===== src/rtl/usb_frame_timer.sv =====
module usb_frame_timer #(
  parameter int CNT_W   = 14,
  parameter int FN_W    = 16,
  parameter int DATA_W  = 32,
  parameter logic [7:0] CODE_REM = 8'h0E,
  parameter logic [7:0] CODE_FN  = 8'h0F
) (
  input  logic              clk,
  input  logic              rst,
  input  logic              bit_tick,
  input  logic [CNT_W-1:0]  fi_value,
  input  logic              fi_toggle,
  input  logic              operational,
  input  logic [7:0]        cmd_code,
  input  logic              cmd_wr,
  output logic [CNT_W-1:0]  remaining,
  output logic              frame_toggle,
  output logic [FN_W-1:0]   frame_num,
  output logic              sof,
  output logic [DATA_W-1:0] rd_data
);

  localparam int REM_PAD = DATA_W - CNT_W - 1;
  localparam int FN_PAD  = DATA_W - FN_W;

  logic op_q;
  logic entry;
  logic reload;

  assign entry  = operational & ~op_q;
  assign reload = operational & ~entry & bit_tick & (remaining == '0);

  always_ff @(posedge clk) begin
    if (rst) begin
      op_q         <= 1'b0;
      remaining    <= '0;
      frame_toggle <= 1'b0;
      frame_num    <= '0;
      sof          <= 1'b0;
    end else begin
      op_q <= operational;
      sof  <= reload;
      if (entry) begin
        remaining <= fi_value;
      end else if (reload) begin
        remaining    <= fi_value;
        frame_toggle <= fi_toggle;
        frame_num    <= frame_num + 1'b1;
      end else if (operational && bit_tick) begin
        remaining <= remaining - 1'b1;
      end
    end
  end

  always_comb begin
    rd_data = '0;
    if (!cmd_wr) begin
      if (cmd_code == CODE_REM)
        rd_data = {frame_toggle, {REM_PAD{1'b0}}, remaining};
      else if (cmd_code == CODE_FN)
        rd_data = {{FN_PAD{1'b0}}, frame_num};
    end
  end

endmodule



===== config.mk =====
export PLATFORM = sky130hd
export DESIGN_NAME = usb_frame_timer
export DESIGN_NICKNAME = d
export VERILOG_FILES = /design/src/rtl/usb_frame_timer.sv
export SDC_FILE = /design/constraint.sdc
export NUM_CORES = 1
export LEC_CHECK = 0
export BUFFER_PORTS_ARGS = -buffer_cell sky130_fd_sc_hd__buf_4
export CAP_MARGIN = 30
export CORE_UTILIZATION = 38
export DETAILED_ROUTE_END_ITERATION = 8
export PLACE_DENSITY = 0.66
export SLEW_MARGIN = 10
export SYNTH_ARGS = -nofsm -noshare
export SYNTH_HDL_FRONTEND = slang
export SYNTH_SLANG_ARGS = --single-unit

===== constraint.sdc =====
create_clock -name clk -period 4.18 [get_ports clk]
set_input_delay 0.836 -clock clk [delete_from_list [all_inputs] [get_ports clk]]
set_output_delay 0.836 -clock clk [all_outputs]
set_load 0.02 [all_outputs]

After elaboration in Yosys (flattened, before gate mapping)
Index checks and enable logic that the tools add are counted.

Equality and inequality tests: 2. Bitwise logic cells: 6. $add $sub $neg: 2. Multiplexer cells: 6. Reduce and logical (&&, ||, !) cells: 4.

Operators by type and width (count): 32-bit two-way mux (2); 14-bit two-way mux (3); 16-bit by 1-bit adder with 16-bit output (second input constant) (1); 8-bit by 4-bit equality test with 1-bit output (second input constant) (2); 16-bit two-way mux (1); 14-bit logical NOT (1); 14-bit by 1-bit subtractor with 14-bit output (second input constant) (1); 1-bit AND (4); 3-bit nonzero test (1); 1-bit inverter (2); 2-bit AND reduction (1); 1-bit logical AND (1).

Word-level logic and storage cells: 25. Input port bits: 28. Output and inout bits: 64. Register bits: 33.

Logic depth before layout (Yosys ltp)
Word-level depth: 8. Depth in mapped cells: 9.

Worst setup path before layout
No wires, ideal clock.

Path type: input-to-output. From: in cmd_code[0]. To: out rd_data[10]. Stages on the path: 4. Path buffers: 2. Data required time: 3.344 ns. Arrival: 2.024 ns. Setup slack: 1.320 ns. Cell sequence: clkbuf_1 -> buf_1 -> mux2i_1 -> nor2_1.

Cells in the longest elaborated chain, start to end: 4. Elaborated cells on any way between the ends: 5. Those cells by class: 2 x eq/ne; 3 x mux.

Ends and longest elaborated chain: start: declaration (line 14) `input logic [7:0] cmd_code,`; 8-bit by 4-bit equality test with 1-bit output (line 60) `else if (cmd_code == CODE_FN)`; 16-bit two-way mux (line 60); 32-bit two-way mux (*) (line 58) `if (cmd_code == CODE_REM)`; 32-bit two-way mux (*) (line 57) `if (!cmd_wr) begin`; end: declaration (line 20) `output logic [DATA_W-1:0] rd_data`.

Every way passes the cells marked *; elsewhere a longest branch is shown, timed or not.

Final worst setup path
From: in cmd_code[5]. To: out rd_data[31].

Cells in the longest elaborated chain, start to end: 3.

Ends and longest elaborated chain (line): 8-bit by 4-bit equality test with 1-bit output (58); 32-bit two-way mux (58); 32-bit two-way mux (57).

Every way passes these cells.

==> impl_metrics.yaml <==
critical_path:
  crit_path_start: "cmd_code[5]"
  path_max_fanout: 16
  crit_required_ns: 3.34
  crit_slowest_cell: "nand4_1"
  r2r-end: "frame_num[15]"
  path_class: "primary input to output port"
  crit_buf_inv: 2
  cpPeakStageDelay_ns: 0.58
  path_common_cell: "buf_4"
  startpoint_type: "primary input"
  reg2reg_from: "remaining[0]"
  critPathCaptureType: "output port"
  crit_arrival_ns: 2.36
  path_delay_family: "simple AND/OR/NAND/NOR gates"
  path_cells: "buf_4 -> nor4_1 -> nand4_1 -> nor3b_1 -> buf_4"
  rr_worst_depth: 7
  rrSetupSlack_ns: 1.69
  critical_path_depth: 5
  cp-endpoint: "rd_data[31]"
timing:
  tightest_slew_ns: 0.6682
  finalHoldViolCount: 0
  fin_setup_tns_ns: 0
  rsz0062_at_grt: "no"
  maxSlewViolCount: 0
  period_needed_ns: 3.198
  fin_crit_sh: 0.7651
  setup_viol: 0
  slew_headroom: 0.5532
  max_freq_ghz: 0.3127
  finClkSkew_ns: 0.004713
power_and_ir_drop:
  power_w: 0.0007520
  p_per_area_nw_per_um2: 273.3
  peakVddDrop_uv: 106.3
  leakage_nw: 1.168
floorplan:
  die_x_um: 76.88
  ioPinCount: 92
  rows: 26
  die_h_um: 76.88
  die-area_um2: 5911
  start_util: 0.4068
  core_um2: 5238
synth:
  synth_mux_area_frac: 0.07281
  netlist_instances: 265
  synth_compound_area_frac: 0.09630
  ys_warn_count: 0
  yosysTopAreaCell: "dfxtp_1"
  synth-xor-area-share: 0.06166
  synth_area_leaders: "dfxtp_1 (31%), nor2_1 (6.7%), mux2i_1 (6.6%), buf_4 (5.3%), nand2_1 (4.1%)"
  synth_area_um2: 2131
  synth.avg_cell_area_um2: 8.041
  ys_ff_latch: 33
  synth_simple_gate_area_frac: 0.3500
  synth_top_family_by_area: "simple AND/OR/NAND/NOR gates"
  dominantRegCellSynth: "dfxtp_1"
  seq_area_frac_synth: 0.3100
  yosys.area.top_type_share: 0.3100
  synthAdderAreaFrac: 0.01174
  synth-edff-count: 0
  ys_async_sr_fraction: 0
  synth_cell_type_count: 50
hold_path:
  holdCritStartpoint: "frame_toggle"
  hold_class: "flop to flop"
global_routing:
  grt_pass1_wl_um: 9687
  track_usage: 0.2024
  overflow: 0
  antenna_found_initial: 0
  grt_max_degree: 36
  grt_pass1_vias: 2032
cells_and_area:
  fillers: 540
  area.sequential_um2: 660.6
  utilization: 0.5253
  fin_area_um2: 2751
  antenna_cells: 0
  num-nets-final: 366
  multi_input_area_um2: 1319
  drive_gt1_frac: 0.2967
  syn2layout_area_growth_pct: 29.13
clock_tree:
  cts_max_path_buffers: 2
  cts_root_buf: "clkbuf_8"
  cts.hold.buffers_added: 0
  cts_buffers: 5
  clock-sinks: 33
  path_clk_slew_ns: 0.06
  cts_setup_buffers: 0
  cts-htree-levels: 2
  clock_latency_ns: 0.29
  cts_resized: 0
  cts_tree: "done"
drt:
  detailedRoute.firstIterationViolations: 140
  via_per_inst: 5.381
  antenna_left: 0
  drcViolationCount: 0
  drt_pass1_iterations: 4
  wl_per_cell_um: 14.46
  wirelength_um: 5884
  routed-via-count: 2190
place:
  place_area_um2: 2671
  gp_congestion: 0.8182
  port_buffers: 76
  hpwl_um: 4280
status:
  status: "completed"
run:
  drv_cap: 0
power by group:
part	switching, W	internal (W)	total (W)	leakage, nW
Clock	0.000113	0.000118	0.000232	0.0395
Sequential	0.0000245	0.000327	0.000352	0.269
Combinational	0.0000980	0.0000706	0.000169	0.860
registers in the layout (all words and copies together), names as in the netlist:
name,count
op_q,1
frame_num,16
sof,1
remaining,14
frame_toggle,1
how the worst min path moves through the flow:
| stage | endpoint | cells after the start | slack, ns |
|---|---|---|---|
| 3_3_place_gp | frame_toggle | 2 | 0.45 |
| 4_1_cts | frame_toggle | 2 | 0.47 |
| 2_1_floorplan | frame_toggle | 2 | 0.54 |
| 6_report | frame_toggle | 2 | 0.47 |
| 3_5_place_dp | frame_toggle | 2 | 0.46 |
| 5_1_grt | frame_toggle | 2 | 0.48 |
through the flow:
stage	instances	setup slack, ns	hold slack [ns]
floorplan	279	1.320	0.5354
global placement	399	1.024	0.4528
detailed placement	399	0.9910	0.4592
CTS	407	0.9696	0.4693
global route	407	0.7463	0.4816
finish	407	0.9819	0.4685
synth_stat cells, drive strengths merged (8+ instances only):
| library cell | number |
|---|---|
| clkbuf | 8 |
| nor3 | 12 |
| mux2i | 14 |
| xor2 | 8 |
| nand2 | 24 |
| or4 | 9 |
| nor2 | 39 |
| buf | 20 |
| nand3 | 10 |
| nor4 | 10 |
| dfxtp | 33 |
cell families after synthesis:
logic type	after synthesis
AO/OA/AOI/OAI	32
flip-flops	33
other	1
AND/OR/NAND/NOR	134
buffers and inverters	33
adder cells (fa/ha/maj)	2
XOR/XNOR	15
multiplexers	15
area by class of cell:
class                   instances  share of cell area
multi-input cells             213              0.4793
flip-flops and latches         33              0.2401
repair buffers                 78              0.2128
well taps                      70             0.03183
clock buffers                   8             0.02910
inverters                       5            0.006821
metal layers:
layer	track usage	up-vias	share of wire
met1	0.2453	1031	0.43
met3	0.05238	12	0.064
met4	0.08654	0	0.019
li1	-	1064	-
met5	0	-	0
met2	0.3357	83	0.49
layout by cell type, fill, tap and decap left out, types with 2 or more instances in the layout:
cell type / instances
or2_2: 2
nand4_1: 6
nor2_1: 38
a21oi_1: 6
and4_1: 2
nand2b_1: 2
and3_1: 4
or4_4: 2
nor3_2: 3
dfxtp_1: 33
mux2i_1: 14
ha_1: 2
or4_2: 2
nor2b_1: 4
conb_1: 15
nand3_1: 9
or4_1: 5
nor4_1: 9
o311ai_0: 2
a31oi_1: 5
xor2_1: 8
or3_1: 2
and2_1: 2
clkbuf_8: 5
clkbuf_1: 3
xnor2_1: 7
nor3_1: 9
nand2_1: 23
inv_1: 5
o21ai_0: 7
a211oi_1: 4
a22oi_1: 4
buf_4: 78
worst register-to-register path, stage by stage (launching register included):
cell	delay (ns)
dfxtp_1	0.38
inv_1	0.08
ha_1	0.19
or4b_1	0.56
or4_4	0.66
nor2_4	0.14
nand3_2	0.09
mux2_4	0.30
Power figures use the tool's default switching activity.
